**src/rtl/rtc_cal_pkg.sv**
```systemverilog
package rtc_cal_pkg;

  localparam int NFIELD = 8;

  typedef enum logic [2:0] {
    F_HUND = 3'd0,
    F_HOUR = 3'd1,
    F_MIN  = 3'd2,
    F_SEC  = 3'd3,
    F_MON  = 3'd4,
    F_DATE = 3'd5,
    F_YEAR = 3'd6,
    F_DOW  = 3'd7
  } field_e;

  function automatic logic [7:0] month_len(input logic [7:0] mon, input logic [7:0] yr);
    case (mon)
      8'd2:                       month_len = (yr[1:0] == 2'b00) ? 8'd29 : 8'd28;
      8'd4, 8'd6, 8'd9, 8'd11:    month_len = 8'd30;
      default:                    month_len = 8'd31;
    endcase
  endfunction

  function automatic logic [7:0] field_mask(input logic [2:0] f, input logic h24);
    case (f)
      F_HUND, F_YEAR: field_mask = 8'h7F;
      F_MIN, F_SEC:   field_mask = 8'h3F;
      F_HOUR:         field_mask = h24 ? 8'h1F : 8'h9F;
      F_DATE:         field_mask = 8'h1F;
      F_MON:          field_mask = 8'h0F;
      default:        field_mask = 8'h07;
    endcase
  endfunction

  function automatic int field_floor(input int f);
    field_floor = (f == int'(F_DATE) || f == int'(F_MON)) ? 1 : 0;
  endfunction

endpackage

```
**src/rtl/rtc_tick_gate.sv**
```systemverilog
module rtc_tick_gate (
  input  logic clk,
  input  logic rst,
  input  logic tick,
  input  logic busy,
  input  logic run,
  output logic step
);
  logic pending;

  assign step = run && !busy && (tick || pending);

  always_ff @(posedge clk) begin
    if (rst)       pending <= 1'b0;
    else if (busy) pending <= pending || tick;
    else           pending <= 1'b0;
  end

  AST_DEFER_RELEASE: assert property (@(posedge clk) disable iff (rst)
    (!$past(rst) && $past(busy && tick) && !busy && run) |-> step);

endmodule

```
**src/rtl/rtc_field_ctr.sv**
```systemverilog
module rtc_field_ctr #(
  parameter int W       = 8,
  parameter int RST_VAL = 0,
  parameter int LO      = 0
) (
  input  logic         clk,
  input  logic         rst,
  input  logic         inc,
  input  logic         ld,
  input  logic [W-1:0] ld_val,
  input  logic [W-1:0] top_val,
  output logic [W-1:0] q,
  output logic         wrap
);
  localparam logic [W-1:0] RST_Q = W'(RST_VAL);
  localparam logic [W-1:0] LO_Q  = W'(LO);

  assign wrap = inc && (q >= top_val);

  always_ff @(posedge clk) begin
    if (rst)      q <= RST_Q;
    else if (ld)  q <= ld_val;
    else if (inc) q <= wrap ? LO_Q : q + 1'b1;
  end

  AST_FIELD_STEP: assert property (@(posedge clk) disable iff (rst)
    (inc && !ld && q < top_val) |=> (q == $past(q) + 1'b1));

  AST_FIELD_WRAP: assert property (@(posedge clk) disable iff (rst)
    (inc && !ld && q == top_val) |=> (q == LO_Q));

endmodule

```
**src/rtl/rtc_hour_ctr.sv**
```systemverilog
module rtc_hour_ctr #(
  parameter int W = 8
) (
  input  logic         clk,
  input  logic         rst,
  input  logic         h24,
  input  logic         inc,
  input  logic         ld,
  input  logic [W-1:0] ld_val,
  output logic [W-1:0] q,
  output logic         wrap
);
  localparam logic [4:0] LAST24 = 5'd23;
  localparam logic [4:0] NOON   = 5'd12;

  logic       pm;
  logic [4:0] hv;
  logic [W-1:0] nxt;

  assign pm = q[W-1];
  assign hv = q[4:0];
  assign wrap = inc && (h24 ? (hv >= LAST24) : (pm && hv == 5'd11));

  always_comb begin
    nxt = '0;
    if (h24) begin
      nxt[4:0] = (hv >= LAST24) ? 5'd0 : hv + 5'd1;
    end else if (hv == 5'd11) begin
      nxt[W-1] = !pm;
      nxt[4:0] = NOON;
    end else if (hv >= NOON) begin
      nxt[W-1] = pm;
      nxt[4:0] = 5'd1;
    end else begin
      nxt[W-1] = pm;
      nxt[4:0] = hv + 5'd1;
    end
  end

  always_ff @(posedge clk) begin
    if (rst)      q <= h24 ? '0 : W'(NOON);
    else if (ld)  q <= ld_val;
    else if (inc) q <= nxt;
  end

  AST_HOUR24_WRAP: assert property (@(posedge clk) disable iff (rst)
    (h24 && inc && !ld && q == W'(23)) |=> (q == '0));

  AST_HOUR12_MERIDIEM: assert property (@(posedge clk) disable iff (rst)
    (!h24 && inc && !ld && hv == 5'd11) |=> (q[W-1] != $past(q[W-1])));

endmodule

```
**src/rtl/rtc_calendar_chain.sv**
```systemverilog
module rtc_calendar_chain
  import rtc_cal_pkg::*;
#(
  parameter int DATA_W   = 8,
  parameter int ADDR_W   = 3,
  parameter int HUND_MAX = 99,
  parameter int YEAR_MAX = 99
) (
  input  logic              clk,
  input  logic              rst,
  input  logic              tick,
  input  logic              run,
  input  logic              hour24,
  input  logic              rd,
  input  logic              wr_en,
  input  logic [ADDR_W-1:0] addr,
  input  logic [DATA_W-1:0] wdata,
  output logic [DATA_W-1:0] rdata,
  output logic              pulse_hund,
  output logic              pulse_tenth,
  output logic              pulse_sec,
  output logic              pulse_min,
  output logic              pulse_hour,
  output logic              pulse_day
);
  localparam int NREG = 1 << ADDR_W;

  logic [DATA_W-1:0] fq    [NREG];
  logic [DATA_W-1:0] top_v [NREG];
  logic [DATA_W-1:0] snap  [NREG];
  logic [NREG-1:0]   inc_v, wrap_v, ld_v;
  logic [DATA_W-1:0] ld_val;
  logic step, busy, rd_q, rd_rise, day_carry;

  assign busy    = rd || wr_en;
  assign rd_rise = rd && !rd_q;
  assign ld_val  = wdata & DATA_W'(field_mask(3'(addr), hour24));

  rtc_tick_gate u_gate (
    .clk(clk), .rst(rst), .tick(tick), .busy(busy), .run(run), .step(step)
  );

  // carry cascade in counting order
  assign day_carry = wrap_v[F_HOUR];
  always_comb begin
    inc_v         = '0;
    inc_v[F_HUND] = step;
    inc_v[F_SEC]  = wrap_v[F_HUND];
    inc_v[F_MIN]  = wrap_v[F_SEC];
    inc_v[F_HOUR] = wrap_v[F_MIN];
    inc_v[F_DOW]  = day_carry;
    inc_v[F_DATE] = day_carry;
    inc_v[F_MON]  = wrap_v[F_DATE];
    inc_v[F_YEAR] = wrap_v[F_MON];
    for (int i = 0; i < NREG; i++) top_v[i] = '0;
    top_v[F_HUND] = DATA_W'(HUND_MAX);
    top_v[F_SEC]  = DATA_W'(59);
    top_v[F_MIN]  = DATA_W'(59);
    top_v[F_DOW]  = DATA_W'(6);
    top_v[F_DATE] = DATA_W'(month_len(8'(fq[F_MON]), 8'(fq[F_YEAR])));
    top_v[F_MON]  = DATA_W'(12);
    top_v[F_YEAR] = DATA_W'(YEAR_MAX);
  end

  for (genvar i = 0; i < NREG; i++) begin : g_fld
    assign ld_v[i] = wr_en && (addr == ADDR_W'(i));
    if (i == int'(F_HOUR)) begin : g_hour
      rtc_hour_ctr #(.W(DATA_W)) u_ctr (
        .clk(clk), .rst(rst), .h24(hour24), .inc(inc_v[i]), .ld(ld_v[i]),
        .ld_val(ld_val), .q(fq[i]), .wrap(wrap_v[i])
      );
    end else begin : g_plain
      rtc_field_ctr #(.W(DATA_W), .RST_VAL(field_floor(i)), .LO(field_floor(i))) u_ctr (
        .clk(clk), .rst(rst), .inc(inc_v[i]), .ld(ld_v[i]), .ld_val(ld_val),
        .top_val(top_v[i]), .q(fq[i]), .wrap(wrap_v[i])
      );
    end
  end

  // snapshot latch and registered read port
  always_ff @(posedge clk) begin
    if (rst) begin
      rd_q  <= 1'b0;
      rdata <= '0;
      for (int i = 0; i < NREG; i++) snap[i] <= '0;
    end else begin
      rd_q <= rd;
      if (rd_rise && addr == '0)
        for (int i = 1; i < NREG; i++) snap[i] <= fq[i];
      if (!rd)             rdata <= '0;
      else if (addr == '0) rdata <= fq[F_HUND];
      else                 rdata <= snap[addr];
    end
  end

  // registered increment pulses
  always_ff @(posedge clk) begin
    if (rst) begin
      {pulse_hund, pulse_tenth, pulse_sec, pulse_min, pulse_hour, pulse_day} <= '0;
    end else begin
      pulse_hund  <= step;
      pulse_tenth <= step && (fq[F_HUND] % DATA_W'(10) == DATA_W'(9));
      pulse_sec   <= wrap_v[F_HUND];
      pulse_min   <= wrap_v[F_SEC];
      pulse_hour  <= wrap_v[F_MIN];
      pulse_day   <= day_carry;
    end
  end

  AST_RUN_HOLD: assert property (@(posedge clk) disable iff (rst)
    (!run && !wr_en) |=> $stable(fq[F_HUND]));

  AST_READ_FREEZE: assert property (@(posedge clk) disable iff (rst)
    (rd && !wr_en) |=> $stable(fq[F_HUND]));

  AST_TENTH_ALIGN: assert property (@(posedge clk) disable iff (rst)
    pulse_tenth |-> (fq[F_HUND] % DATA_W'(10) == '0));

  AST_MIN_EDGE: assert property (@(posedge clk) disable iff (rst)
    pulse_min |-> (fq[F_SEC] == '0 && fq[F_HUND] == '0));

  AST_SNAP_HOLD: assert property (@(posedge clk) disable iff (rst)
    !(rd && addr == '0) |=> $stable(snap[F_SEC]));

  AST_IDLE_RDATA: assert property (@(posedge clk) disable iff (rst)
    !rd |=> (rdata == '0));

endmodule

```
**config.mk**
```make
export PLATFORM = sky130hd
export DESIGN_NAME = rtc_calendar_chain
export DESIGN_NICKNAME = d
export VERILOG_FILES = /design/src/rtl/rtc_cal_pkg.sv /design/src/rtl/rtc_tick_gate.sv /design/src/rtl/rtc_field_ctr.sv /design/src/rtl/rtc_hour_ctr.sv /design/src/rtl/rtc_calendar_chain.sv
export SDC_FILE = /design/constraint.sdc
export NUM_CORES = 1
export LEC_CHECK = 0
export BUFFER_PORTS_ARGS = -buffer_cell sky130_fd_sc_hd__buf_2
export CORE_ASPECT_RATIO = 0.5
export CORE_MARGIN = 2
export CORE_UTILIZATION = 30
export CTS_BUF_LIST = sky130_fd_sc_hd__clkbuf_4 sky130_fd_sc_hd__clkbuf_8
export DETAILED_ROUTE_END_ITERATION = 8
export GPL_ROUTABILITY_DRIVEN = 0
export MAX_ROUTING_LAYER = met4
export PLACE_DENSITY = 0.5
export SETUP_SLACK_MARGIN = 0.3
export SLEW_MARGIN = 20
export SYNTH_ARGS = -nofsm -noshare
export SYNTH_HDL_FRONTEND = slang
export SYNTH_SLANG_ARGS = --single-unit
```
**constraint.sdc**
```tcl
create_clock -name clk -period 4.6 [get_ports clk]
set_clock_uncertainty 0.05 [all_clocks]
set_input_delay 0.23 -clock clk [delete_from_list [all_inputs] [get_ports clk]]
set_output_delay 0.23 -clock clk [all_outputs]
set_load 0.03 [all_outputs]
```
==> out/metrics.cfg <==
[routing]
dr.first_iter.drc_count = 536
ant_nets = 0
routed_via_density = 5.14
num_vias = 5269
drc_errors = 0
drt_wl_total_mm = 19.5
drt_first_pass_iters = 5
wl_per_cell_um = 19.0

[die]
initial_core_util = 0.304
ios = 32
core_um2 = 22700
num_rows = 39
die_area_um2 = 24400
fp.dieW_um = 219
die_h_um = 111

[yosys]
synthTopCellsByCount = dfxtp_1 (72), edfxtp_1 (64), nor2_1 (59), nand2_1 (54), and2_1 (52)
synth_warnings = 0
synthArstFlopShare = 0
syn-mean-instance-area_um2 = 10.1
yosysSeqAreaShare = 0.486
yosys-top-cells-area = edfxtp_1 (28%), dfxtp_1 (21%), mux4_2 (5.2%)
synth_edf_count = 64
yosysUniqueCellTypes = 72
synth_area_um2 = 6920
ys.flop_type = dfxtp_1
yosysMostFrequentCell = dfxtp_1
synth-seq-cells = 136
synth_top_cell_area_share = 0.278
synthCells = 684
synth_top_area_cell = edfxtp_1

[timing]
rsz0062_at_grt = no
finalSetupTns_ns = 0
slew_viol_final = 0
max_freq_mhz = 357
max_slew_margin = 0.458
report.final.hold_viol_count = 0
post-route-period-util = 0.609
setup_viol = 0
worst_pin_slew_ns = 0.810
post-route-min-period_ns = 2.80

[final_layout]
seq_area_um2 = 3360
final_cell_area_um2 = 7810
syn2layout_area_growth_pct = 12.9
drive_gt1_frac = 0.155
fin_nets = 741
multiInputGateArea_um2 = 3330
fillerInstances = 2340

[clocking]
root_buffer = clkbuf_8
cts_buffer_depth = 2
ctsHoldBuffers = 1
cts_resized = 0
clk_pin_slew_ns = 0.08
cts.sinks = 136
postCtsSetupRepairBufs = 0
cts_htree_levels = 4
cts_tree = done
cts_buffers = 17
clk_latency_ns = 0.47

[power_and_ir_drop]
peakVddDrop_v = 0.000156
power_switching_uw = 665
sw_frac_of_total = 0.253
power_density_nw_per_um2 = 337
clockPowerShare = 0.418
p_leak_uw = 0.00288
p_int_uw = 1960
design_power_total_uw = 2630
p_seq_frac = 0.508
p_comb_frac = 0.074

[grt]
grt_antenna_before_repair = 0
grt_pass1_vias = 4939
grt_max_degree = 47
grt_use_total = 0.170
grt_pass1_wl_mm = 30.1
overflow = 0

[setup_path]
r2r_start = g_fld[4].g_plain.u_ctr.q[6]$_SDFFE_PP0P_
start_kind = register
cp.arrival_ns = 3.15
r2r-end = g_fld[6].g_plain.u_ctr.q[4]$_SDFFE_PP0P_
end_kind = register
cp_max_fo = 9
timing.critical_path.from = g_fld[4].g_plain.u_ctr.q[6]$_SDFFE_PP0P_
ff2ff_setup_slack_ns = 1.80
critPathKind = register to register
reg2regPathDepth = 9
required_ns = 4.95

[placement]
port_buffers = 31
place_hpwl_mm = 13.7
postPlaceCellArea_um2 = 7370

[run_status]
outcome = complete, no violations

[worst_hold_path]
hold_path_depth = 3
hold_path_class = input port to register
hold_start = rd
hold_end = u_gate.pending$_SDFF_PP0_

[flow_run]
cap_violations = 0

[cell usage in the layout (no fill, tap or decap), drive strengths merged, types with 18 or more instances in the layout]
master,n
dfxtp,72
edfxtp,64
nor2,60
nand2,54
and2,52
buf,38
a21oi,37
nand3,32
o21ai,28
inv,23
nor2b,20
nor3,19
ha,18
[per-layer routing]
metal	track usage	vias to the layer above	part of all wire
li1	-	2550	-
met1	0.262	2563	0.53
met2	0.222	141	0.40
met3	0.0336	15	0.055
met4	0.0459	0	0.011
met5	-	-	0
[worst max-delay path, stage by stage, from the launching register on]
cell and delay, ns:
dfxtp_1 0.33, nor4_1 0.48, nand4_1 0.16, ha_1 0.30, nor2b_1 0.04, o21ai_0 0.26, and3_2 0.31, nand3_4 0.14
or4_1 0.51, a31oi_1 0.16
[cell type report]
type,count,share of cell area
Sequential cell,136,0.430
Multi-Input combinational cell,490,0.427
Tap cell,307,0.0492
Clock buffer,17,0.0299
Timing Repair Buffer,39,0.0279
Clock inverter,15,0.0256
Inverter,21,0.0101
Antenna cell,1,0.000320
[power groups by stage]
stage | logic, µW | clock network, µW | registers, µW
after floorplan | 131 | 0 | 1350
after global placement | 194 | 0 | 1360
after detailed placement | 194 | 0 | 1360
after CTS | 195 | 1120 | 1340
after global routing | 212 | 1170 | 1340
final | 194 | 1100 | 1340
[logic make-up after synthesis]
family	after synthesis	synth area share
DFF	136	0.486
and+or+nand+nor	303	0.239
muxes	25	0.0651
adders and majority gates	18	0.0326
other	1	0.000542
AOI/OAI and AO/OA	135	0.134
buffers and inverters	59	0.0331
xor gates and xnor gates	7	0.00886
[how the worst max path moves through the flow]
stage,end,cells past startpoint
6_report,g_fld[6].g_plain.u_ctr.q[4]$_SDFFE_PP0P_,9
5_1_grt,g_fld[6].g_plain.u_ctr.q[0]$_SDFFE_PP0P_,9
4_1_cts,g_fld[6].g_plain.u_ctr.q[4]$_SDFFE_PP0P_,12
3_5_place_dp,g_fld[6].g_plain.u_ctr.q[4]$_SDFFE_PP0P_,12
3_3_place_gp,g_fld[6].g_plain.u_ctr.q[4]$_SDFFE_PP0P_,9
2_1_floorplan,g_fld[6].g_plain.u_ctr.q[4]$_SDFFE_PP0P_,12
[per-stage QoR]
step                      setup WS (ns)  hold slack, ns   util  std cells
final                              1.80          0.0355  0.344       1026
after global routing               1.44          0.0497  0.344       1025
after CTS                          1.79          0.0224  0.344       1025
after detailed placement           1.80           0.418  0.324        992
after global placement             1.85           0.413  0.324        992
after floorplan                    2.07           0.330      -        685
[flip-flops by register name (all words and copies together), names as in the netlist]
signal,count
pulse_hour,1
rd_q,1
rdata,8
u_gate.pending,1
pulse_hund,1
g_fld.g_plain.u_ctr.q,56
pulse_sec,1
pulse_min,1
snap,56
pulse_day,1
pulse_tenth,1
g_fld.g_hour.u_ctr.q,8
(Power assumes the default switching activity.)
